File: src/rtl/sfx_pkg.sv
package sfx_pkg;
  typedef enum logic [2:0] {
    PH_IDLE,
    PH_OPEN,
    PH_DATA,
    PH_CRCL,
    PH_CRCH,
    PH_CLOSE,
    PH_DONE
  } phase_e;
endpackage

File: src/rtl/sfx_edge_detect.sv
module sfx_edge_detect #(
  parameter int STAGES = 2
) (
  input  logic clk,
  input  logic rst,
  input  logic async_in,
  output logic rise_o
);
  logic [STAGES-1:0] sync_q;
  logic              prev_q;

  always_ff @(posedge clk) begin
    if (rst) sync_q[0] <= 1'b0;
    else     sync_q[0] <= async_in;
  end

  for (genvar g = 1; g < STAGES; g++) begin : g_sync
    always_ff @(posedge clk) begin
      if (rst) sync_q[g] <= 1'b0;
      else     sync_q[g] <= sync_q[g-1];
    end
  end

  always_ff @(posedge clk) begin
    if (rst) prev_q <= 1'b0;
    else     prev_q <= sync_q[STAGES-1];
  end

  assign rise_o = sync_q[STAGES-1] & ~prev_q;
endmodule

File: src/rtl/sfx_crc_bit.sv
module sfx_crc_bit #(
  parameter int          WIDTH = 16,
  parameter logic [15:0] POLY  = 16'h8408,
  parameter logic [15:0] INIT  = 16'hFFFF
) (
  input  logic             clk,
  input  logic             rst,
  input  logic             clear,
  input  logic             en,
  input  logic             bit_in,
  output logic [WIDTH-1:0] crc_q,
  output logic [WIDTH-1:0] crc_next
);
  logic fb;

  assign fb       = crc_q[0] ^ bit_in;
  assign crc_next = (crc_q >> 1) ^ (fb ? POLY[WIDTH-1:0] : '0);

  always_ff @(posedge clk) begin
    if (rst || clear) crc_q <= INIT[WIDTH-1:0];
    else if (en)      crc_q <= crc_next;
  end
endmodule

File: src/rtl/sfx_run_counter.sv
module sfx_run_counter #(
  parameter int RUN_LEN = 5,
  localparam int ONES_W = $clog2(RUN_LEN + 1)
) (
  input  logic clk,
  input  logic rst,
  input  logic clear,
  input  logic en,
  input  logic bit_in,
  output logic at_limit
);
  logic [ONES_W-1:0] ones_q;

  always_ff @(posedge clk) begin
    if (rst || clear) ones_q <= '0;
    else if (en)      ones_q <= bit_in ? ones_q + 1'b1 : '0;
  end

  assign at_limit = (ones_q == ONES_W'(RUN_LEN));
endmodule

File: src/rtl/sfx_frame_tx.sv
module sfx_frame_tx
  import sfx_pkg::*;
#(
  parameter int          SYNC_STAGES = 2,
  parameter int          RUN_LEN     = 5,
  parameter logic [7:0]  FLAG        = 8'h7E,
  parameter logic [15:0] CRC_POLY    = 16'h8408,
  parameter logic [15:0] CRC_INIT    = 16'hFFFF
) (
  input  logic       clk,
  input  logic       rst,
  input  logic       bus_clk,
  input  logic       start,
  input  logic [7:0] in_data,
  input  logic       in_valid,
  input  logic       in_last,
  output logic       in_ready,
  output logic       tx_bit,
  output logic       tx_oe,
  output logic       busy
);
  localparam int BYTE_W = 8;
  localparam int CNT_W  = $clog2(BYTE_W);
  localparam int CRC_W  = 16;

  phase_e            phase_q;
  logic [BYTE_W-1:0] sreg_q;
  logic [CNT_W-1:0]  cnt_q;
  logic [BYTE_W-1:0] hold_q;
  logic              hold_vld_q, hold_last_q, fed_last_q, cur_last_q;
  logic              tx_bit_q, tx_oe_q, busy_q;

  logic              bus_tick, stuff_now, launch, take_in, byte_end, take_next;
  logic              crc_en, run_en, run_clear, in_data_phase;
  logic [CRC_W-1:0]  crc_q, crc_next, crc_fin;

  sfx_edge_detect #(.STAGES(SYNC_STAGES)) u_edge (
    .clk(clk), .rst(rst), .async_in(bus_clk), .rise_o(bus_tick)
  );

  assign in_data_phase = (phase_q == PH_DATA);
  assign launch    = start & (phase_q == PH_IDLE);
  assign crc_en    = bus_tick & ~stuff_now & in_data_phase;
  assign run_en    = bus_tick & ~stuff_now &
                     (in_data_phase || phase_q == PH_CRCL || phase_q == PH_CRCH);
  assign run_clear = launch | (bus_tick & stuff_now);

  sfx_crc_bit #(.WIDTH(CRC_W), .POLY(CRC_POLY), .INIT(CRC_INIT)) u_crc (
    .clk(clk), .rst(rst), .clear(launch), .en(crc_en), .bit_in(sreg_q[0]),
    .crc_q(crc_q), .crc_next(crc_next)
  );

  sfx_run_counter #(.RUN_LEN(RUN_LEN)) u_run (
    .clk(clk), .rst(rst), .clear(run_clear), .en(run_en), .bit_in(sreg_q[0]),
    .at_limit(stuff_now)
  );

  assign crc_fin   = in_data_phase ? crc_next : crc_q;
  assign byte_end  = (cnt_q == CNT_W'(BYTE_W - 1));
  assign take_next = hold_vld_q & ~(in_data_phase & cur_last_q);
  assign in_ready  = busy_q & ~hold_vld_q & ~fed_last_q & ~bus_tick &
                     (phase_q == PH_OPEN || in_data_phase);
  assign take_in   = in_valid & in_ready;

  always_ff @(posedge clk) begin
    if (rst) begin
      phase_q     <= PH_IDLE;
      sreg_q      <= '0;
      cnt_q       <= '0;
      hold_q      <= '0;
      hold_vld_q  <= 1'b0;
      hold_last_q <= 1'b0;
      fed_last_q  <= 1'b0;
      cur_last_q  <= 1'b0;
      tx_bit_q    <= 1'b1;
      tx_oe_q     <= 1'b0;
      busy_q      <= 1'b0;
    end else begin
      if (take_in) begin
        hold_q      <= in_data;
        hold_vld_q  <= 1'b1;
        hold_last_q <= in_last;
        fed_last_q  <= in_last;
      end
      if (launch) begin
        phase_q    <= PH_OPEN;
        busy_q     <= 1'b1;
        sreg_q     <= FLAG;
        cnt_q      <= '0;
        hold_vld_q <= 1'b0;
        fed_last_q <= 1'b0;
        cur_last_q <= 1'b0;
      end else if (bus_tick && phase_q != PH_IDLE) begin
        if (phase_q == PH_DONE) begin
          tx_oe_q  <= 1'b0;
          tx_bit_q <= 1'b1;
          busy_q   <= 1'b0;
          phase_q  <= PH_IDLE;
        end else begin
          tx_oe_q <= 1'b1;
          if (stuff_now) begin
            tx_bit_q <= 1'b0;
          end else begin
            tx_bit_q <= sreg_q[0];
            sreg_q   <= sreg_q >> 1;
            cnt_q    <= cnt_q + 1'b1;
            if (byte_end) begin
              unique case (phase_q)
                PH_OPEN, PH_DATA: begin
                  if (take_next) begin
                    sreg_q     <= hold_q;
                    hold_vld_q <= 1'b0;
                    cur_last_q <= hold_last_q;
                    phase_q    <= PH_DATA;
                  end else begin
                    sreg_q  <= ~crc_fin[7:0];
                    phase_q <= PH_CRCL;
                  end
                end
                PH_CRCL: begin
                  sreg_q  <= ~crc_q[15:8];
                  phase_q <= PH_CRCH;
                end
                PH_CRCH: begin
                  sreg_q  <= FLAG;
                  phase_q <= PH_CLOSE;
                end
                PH_CLOSE: phase_q <= PH_DONE;
                default:  phase_q <= PH_IDLE;
              endcase
            end
          end
        end
      end
    end
  end

  assign tx_bit = tx_bit_q;
  assign tx_oe  = tx_oe_q;
  assign busy   = busy_q;
endmodule

File: config.mk
export PLATFORM = sky130hd
export DESIGN_NAME = sfx_frame_tx
export DESIGN_NICKNAME = d
export VERILOG_FILES = /design/src/rtl/sfx_pkg.sv /design/src/rtl/sfx_edge_detect.sv /design/src/rtl/sfx_crc_bit.sv /design/src/rtl/sfx_run_counter.sv /design/src/rtl/sfx_frame_tx.sv
export SDC_FILE = /design/constraint.sdc
export NUM_CORES = 1
export LEC_CHECK = 0
export BUFFER_PORTS_ARGS = -buffer_cell sky130_fd_sc_hd__buf_4
export CAP_MARGIN = 0
export CORE_UTILIZATION = 32
export CTS_BUF_LIST = sky130_fd_sc_hd__clkbuf_16
export CTS_CLUSTER_SIZE = 30
export DETAILED_ROUTE_END_ITERATION = 16
export PLACE_DENSITY = 0.49
export SLEW_MARGIN = 25
export SYNTH_ARGS = -nofsm -noshare
export SYNTH_HDL_FRONTEND = slang
export SYNTH_HIERARCHICAL = 1
export SYNTH_SLANG_ARGS = --single-unit
File: constraint.sdc
create_clock -name clk -period 1.7 [get_ports clk]
set_input_delay 0.255 -clock clk [delete_from_list [all_inputs] [get_ports clk]]
set_output_delay 0.255 -clock clk [all_outputs]
set_load 0.01 [all_outputs]
==> results.sh, run 1 <==
export IMPL_worstSetupStartpointType="flip-flop"
export IMPL_syn_avg_cell_area_um2=9.43
export IMPL_drv_cap=0
export IMPL_critPathArrivalTime_ns=1.57
export IMPL_p_int_mw=2.19
export IMPL_first_global_vias=2046
export IMPL_holdPathEnd="u_edge/sync_q[0]$_SDFF_PP0_"
export IMPL_r2r_start="u_edge/sync_q[1]$_SDFF_PP0_"
export IMPL_overflow=0
export IMPL_die_h_um=93.5
export IMPL_nets=348
export IMPL_initial_core_util_pct=32.8
export IMPL_ant_nets=0
export IMPL_placed_cells=422
export IMPL_grt_max_degree=22
export IMPL_reg2reg_slack_ns=-0.05
export IMPL_hold_viol=0
export IMPL_critical_path_class="flip-flop to primary output"
export IMPL_cp_required_ns=1.44
export IMPL_violations="negative setup slack"
export IMPL_setup_ws_ns=-0.121
export IMPL_slew_headroom_pct=77.2
export IMPL_track_usage_pct=15.2
export IMPL_rsz0062_at_grt="true"
export IMPL_drv_slew=0
export IMPL_die_w_um=93.5
export IMPL_fin_cells=436
export IMPL_setup_viol=11
export IMPL_hpwl_um=4630
export IMPL_yosysWarnings=6
export IMPL_switching_power_mw=0.602
export IMPL_cts_tree="yes"
export IMPL_cts_buffer_depth=2
export IMPL_period_minus_slack_ns=1.82
export IMPL_netlist_instances=284
export IMPL_power_density_nw_per_um2=795
export IMPL_min_period_over_period_pct=107
export IMPL_gp_congestion=0.780
export IMPL_hold_depth=2
export IMPL_numCtsBuffers=5
export IMPL_setup_tns_ns=-0.503
export IMPL_route_vias_total=2133
export IMPL_rows=33
export IMPL_drive_gt1_share_pct=36.0
export IMPL_r2r_cells=7
export IMPL_cts_root_buf="clkbuf_16"
export IMPL_drt_iter0_markers=106
export IMPL_cts_hold_buf=0
export IMPL_coreArea_um2=8180
export IMPL_die_area_um2=8740
export IMPL_p_seq_share_pct=44.4
export IMPL_irDropWorstVdd_uv=487
export IMPL_diodes=0
export IMPL_finClkSkew_ns=0.00550
export IMPL_hold_class="input port to flip-flop"
export IMPL_htreeDepth=2
export IMPL_rr_endpoint="hold_q[3]$_SDFFE_PP0P_"
export IMPL_via_per_inst=4.89
export IMPL_io_pins=18
export IMPL_drcViolationCount=0
export IMPL_synth_fp_nets=302
export IMPL_dr_pass1_iters=4
export IMPL_clock_sinks=51
export IMPL_fmax_mhz=549
export IMPL_synth_area_um2=2680
export IMPL_worstMarginPinSlew_ns=0.339
export IMPL_grt_pass1_wl_um=10200
export IMPL_hp_start="bus_clk"
export IMPL_wl_um=6540
export IMPL_pwr_share_clk_pct=46.7
export IMPL_crit_path_max_fanout=2
export IMPL_p_sw_share_pct=21.6
export IMPL_p_leak_nw=1.47
export IMPL_outcome="complete, but fails checks"
export IMPL_numPortBuffers=17
export IMPL_syn2layout_area_growth_pct=31.1
export IMPL_clk_pin_slew_ns=0.07
export IMPL_antenna_found_initial=0
export IMPL_combPwrFrac_pct=9.0
export IMPL_wl_per_cell_um=15.0
export IMPL_worstSkewPairLatency_ns=0.29
export IMPL_cp_end_kind="primary output"
==> through the flow <==
stage          util [%]  power, mW  hold slack (ns)  instance area, um^2  worst slack (ns)
6_report           43.0       2.79            0.170                 3510            -0.121
5_1_grt            43.0       2.90            0.177                 3510            -0.161
4_1_cts            40.6       2.80            0.164                 3320            -0.148
3_5_place_dp       37.8       1.49            0.432                 3090           -0.0827
3_3_place_gp       37.8       1.49            0.416                 3090           -0.0798
2_1_floorplan         -       1.37            0.320                 2700           0.00110
==> worst max-delay path by stage <==
stage                                       startpoint                 endpoint  slack, ns  cells after the start
final                      u_edge/sync_q[1]$_SDFF_PP0_                 in_ready      -0.12                      4
after global routing       u_edge/sync_q[1]$_SDFF_PP0_                 in_ready      -0.16                      4
after CTS                  u_edge/sync_q[1]$_SDFF_PP0_                 in_ready      -0.15                      4
after detailed placement  u_run/ones_q[1]$_SDFFE_PP0P_   sreg_q[1]$_SDFFE_PP0P_      -0.08                      8
after global placement    u_run/ones_q[1]$_SDFFE_PP0P_   sreg_q[1]$_SDFFE_PP0P_      -0.08                      8
after floorplan                  cnt_q[0]$_SDFFE_PP0P_  phase_q[0]$_SDFFE_PP0P_      0.001                      8
==> cells in the final DEF (no fill, tap or decap), types with 4 or more instances in the layout <==
| master | instances |
|---|---|
| dfxtp_1 | 47 |
| nand2b_1 | 7 |
| mux2i_1 | 34 |
| inv_1 | 8 |
| o21ai_0 | 10 |
| a221oi_2 | 4 |
| buf_4 | 61 |
| nor2b_1 | 7 |
| nand2_1 | 23 |
| a21oi_1 | 5 |
| o21ai_1 | 5 |
| nor2_1 | 25 |
| nand3_1 | 5 |
| a221oi_1 | 4 |
| clkbuf_16 | 6 |
==> what timing repair did <==
item                       4_1_cts  5_1_grt
setup endpoints to repair       20       43
pin swaps                        1       10
buffers inserted                 1        4
cloned                           0        1
resized for setup                7       32
==> critical path, cell delays in order, from the launching register on <==
cell and delay, ns:
dfxtp_2 0.32, nor2b_4 0.13, or4b_4 0.49, nor3_4 0.21, buf_6 0.13
==> layout make-up <==
class                           count  area (um^2)
Sequential cell                    51         1030
Timing Repair Buffer               66          537
Inverter                           10         37.5
Multi-Input combinational cell    196         1580
Fill cell                         806         4660
Clock inverter                      3         67.6
Clock buffer                        5          125
Tap cell                          105          131
==> power groups by stage <==
stage | logic, mW | registers, mW | clock network [mW]
finish | 0.250 | 1.24 | 1.30
CTS | 0.227 | 1.24 | 1.33
floorplan | 0.113 | 1.26 | 0
global route | 0.271 | 1.24 | 1.39
global placement | 0.220 | 1.27 | 0
detailed placement | 0.219 | 1.27 | 0
==> layer usage <==
| metal | routed length [um] | GRT usage [%] | share of wire (%) | vias to the layer above |
|---|---|---|---|---|
| met2 | 3160 | 24.8 | 48 | 20 |
| met5 | 0 | 0 | 0 | - |
| li1 | - | - | - | 1090 |
| met3 | 166 | 3.09 | 2.5 | 5 |
| met1 | 3160 | 20.1 | 48 | 1018 |
| met4 | 55 | 4.23 | 0.84 | 0 |
==> state kept, by name, indices dropped and copies added (netlist names), 2 cells and up <==
name / cells
cnt_q: 3
hold_q: 8
phase_q: 3
sreg_q: 8
u_crc/crc_q: 16
u_edge/sync_q: 2
u_run/ones_q: 3
(Power assumes the default switching activity.)
==> run 2, diff against run 1 <==
--- a/config.mk
+++ b/config.mk
@@ -11,7 +11,8 @@
 export CTS_BUF_LIST = sky130_fd_sc_hd__clkbuf_16
 export CTS_CLUSTER_SIZE = 30
 export DETAILED_ROUTE_END_ITERATION = 16
-export PLACE_DENSITY = 0.49
+export MAX_ROUTING_LAYER = met4
+export PLACE_DENSITY_LB_ADDON = 0.2
 export SLEW_MARGIN = 25
 export SYNTH_ARGS = -nofsm -noshare
 export SYNTH_HDL_FRONTEND = slang
==> run 2 against run 1 <==
- the flow still finishes with violations (negative setup slack)
- power is 11% lower
- setup slack gained 0.024 ns
- clock skew decreased by 0.0011 ns
- highest routed layer unchanged
- non-clock buffer count rose by 3
- routed wire length increased by 5.9%
- first-iteration DRC count is 25% lower
- largest cell class unchanged
- count of clock-buffer cells in the layout is the same
- register-to-register slack about the same
- hold slack gained 0.0027 ns
- cell count is 0.69% higher
==> results.sh, run 2 (synthesis results as in run 1) <==
export IMPL_clk_pin_slew_ns=0.07
export IMPL_worstSetupStartpointType="flip-flop"
export IMPL_worstSkewPairLatency_ns=0.29
export IMPL_critPathTopFamily="simple AND/OR/NAND/NOR gates"
export IMPL_power_total_mw=2.48
export IMPL_hp_start="bus_clk"
export IMPL_via_per_inst=5.00
export IMPL_largest_reg_flops=16
export IMPL_grt_most_used_layer="met2"
export IMPL_violations="negative setup slack"
export IMPL_route_vias_total=2194
export IMPL_r2r_cells=7
export IMPL_period_minus_slack_ns=1.80
export IMPL_setup_tns_ns=-0.417
export IMPL_numPortBuffers=17
export IMPL_cpMaxStageDelayCell="or4b_4"
export IMPL_hold_depth=2
export IMPL_use_met1_pct=22.6
export IMPL_worstMarginPinSlew_ns=0.410
export IMPL_reg_top3="u_crc/crc_q (16), hold_q (8), sreg_q (8)"
export IMPL_r2r_start="u_edge/sync_q[1]$_SDFF_PP0_"
export IMPL_holdPathEnd="u_edge/sync_q[0]$_SDFF_PP0_"
export IMPL_clock_sinks=51
export IMPL_power_density_nw_per_um2=691
export IMPL_cp_required_ns=1.44
export IMPL_htreeDepth=2
export IMPL_final_seq_area_um2=1030
export IMPL_drcViolationCount=0
export IMPL_die_w_um=93.5
export IMPL_rr_endpoint="hold_last_q$_SDFFE_PP0P_"
export IMPL_coreArea_um2=8180
export IMPL_cp_num_buf_inv=1
export IMPL_nets=351
export IMPL_ant_nets=0
export IMPL_slew_headroom_pct=72.6
export IMPL_antenna_found_initial=0
export IMPL_cts_tree="yes"
export IMPL_min_period_over_period_pct=106
export IMPL_dr_pass1_iters=4
export IMPL_die_h_um=93.5
export IMPL_gp_congestion=0.865
export IMPL_hold_viol=0
export IMPL_outcome="complete, but fails checks"
export IMPL_finClkSkew_ns=0.00443
export IMPL_drv_cap=0
export IMPL_rows=33
export IMPL_drv_slew=0
export IMPL_drive_gt1_share_pct=38.6
export IMPL_use_met2_pct=26.7
export IMPL_grt_max_degree=22
export IMPL_setup_ws_ns=-0.0966
export IMPL_cts_hold_buf=0
export IMPL_die_area_um2=8740
export IMPL_diodes=0
export IMPL_syn2layout_area_growth_pct=34.1
export IMPL_nFillCells=796
export IMPL_placed_area_um2=3090
export IMPL_multi_input_area_um2=1630
export IMPL_crit_path_max_fanout=2
export IMPL_regMostFlops="u_crc/crc_q"
export IMPL_first_global_vias=2066
export IMPL_mostFrequentLayoutCell="buf_4"
export IMPL_wl_per_cell_um=15.8
export IMPL_track_usage_pct=17.0
export IMPL_final_core_util_pct=43.9
export IMPL_io_pins=18
export IMPL_fmax_mhz=557
export IMPL_setup_viol=12
export IMPL_use_met3_pct=2.85
export IMPL_overflow=0
export IMPL_hpwl_um=4690
export IMPL_cts_root_buf="clkbuf_16"
export IMPL_grt_pass1_wl_um=11000
export IMPL_drt_iter0_markers=79
export IMPL_wl_um=6920
export IMPL_p_leak_nw=1.49
export IMPL_initial_core_util_pct=32.8
export IMPL_critPathArrivalTime_ns=1.54
export IMPL_rsz0062_at_grt="true"
export IMPL_cp_cell_sequence="nor2b_4, or4b_4, nor3_4, buf_6"
export IMPL_reg2reg_slack_ns=-0.05
export IMPL_cp_end_kind="primary output"
export IMPL_fin_hold_ws_ns=0.173
export IMPL_hold_class="input port to flip-flop"
export IMPL_cpPeakStageDelay_ns=0.49
export IMPL_final_cell_mix="56 x buf_4, 45 x dfxtp_1, 34 x mux2i_1, 24 x nor2_1, 23 x nand2_1"
export IMPL_stdcell_area_um2=3590
export IMPL_critical_path_class="flip-flop to primary output"
export IMPL_cts_buffer_depth=2
export IMPL_numCtsBuffers=5
export IMPL_irDropWorstVdd_uv=345
[run 2: cell count changes in the layout (fill, tap and decap cells not counted), sizes merged]
cell | previous run | this run
clkinv | 1 | 3
bufinv | 2 | 0
clkbuf | 6 | 5
buf | 65 | 69
inv | 9 | 10
clkinvlp | 1 | 0
[run 2: timing repair]
item	CTS	global route
pin swaps	10	17
setup endpoints to repair	45	36
setup buffers	7	2
gates resized for setup	36	23
cloned	2	0
[run 2: area by class of cell]
class	count	share of cell area, %
flip-flops and latches	51	28.7
multi-input cells	196	45.3
clock inverters	3	0.453
well taps	105	3.66
clock buffers	5	3.48
inverters	10	1.11
repair buffers	69	17.3
[run 2: worst max path at each step]
stage	cells after the start	startpoint	slack, ns	end
after CTS	4	u_edge/sync_q[1]$_SDFF_PP0_	-0.14	in_ready
after detailed placement	6	phase_q[0]$_SDFFE_PP0P_	-0.14	u_run/ones_q[0]$_SDFFE_PP0P_
after global placement	6	phase_q[0]$_SDFFE_PP0P_	-0.17	u_run/ones_q[1]$_SDFFE_PP0P_
after floorplan	8	cnt_q[0]$_SDFFE_PP0P_	0.001	phase_q[0]$_SDFFE_PP0P_
after global routing	7	u_edge/sync_q[1]$_SDFF_PP0_	-0.16	hold_last_q$_SDFFE_PP0P_
final	4	u_edge/sync_q[1]$_SDFF_PP0_	-0.1	in_ready
[run 2: metal layers]
| metal | vias up | wire [um] |
|---|---|---|
| li1 | 1107 | - |
| met1 | 1045 | 3340 |
| met2 | 32 | 3270 |
| met3 | 10 | 194 |
| met4 | 0 | 121 |
| met5 | - | 0 |
[run 2: power by group]
group / internal (mW) / switching [mW]
clock network: 0.539 / 0.444
registers: 1.22 / 0.0205
logic: 0.129 / 0.130
total: 1.89 / 0.594
[run 2: through the flow]
step | instances | setup slack, ns
after floorplan | 284 | 0.00110
after global placement | 420 | -0.172
after detailed placement | 420 | -0.142
after CTS | 437 | -0.136
after global routing | 439 | -0.157
final | 439 | -0.0966
[run 2: worst register-to-register path: cells and delay by family, from the launching register on]
family        cells  cell delay [ns]
flops             1             0.32
simple gates      5             0.97
mux               1             0.18
buf+inv           1             0.17
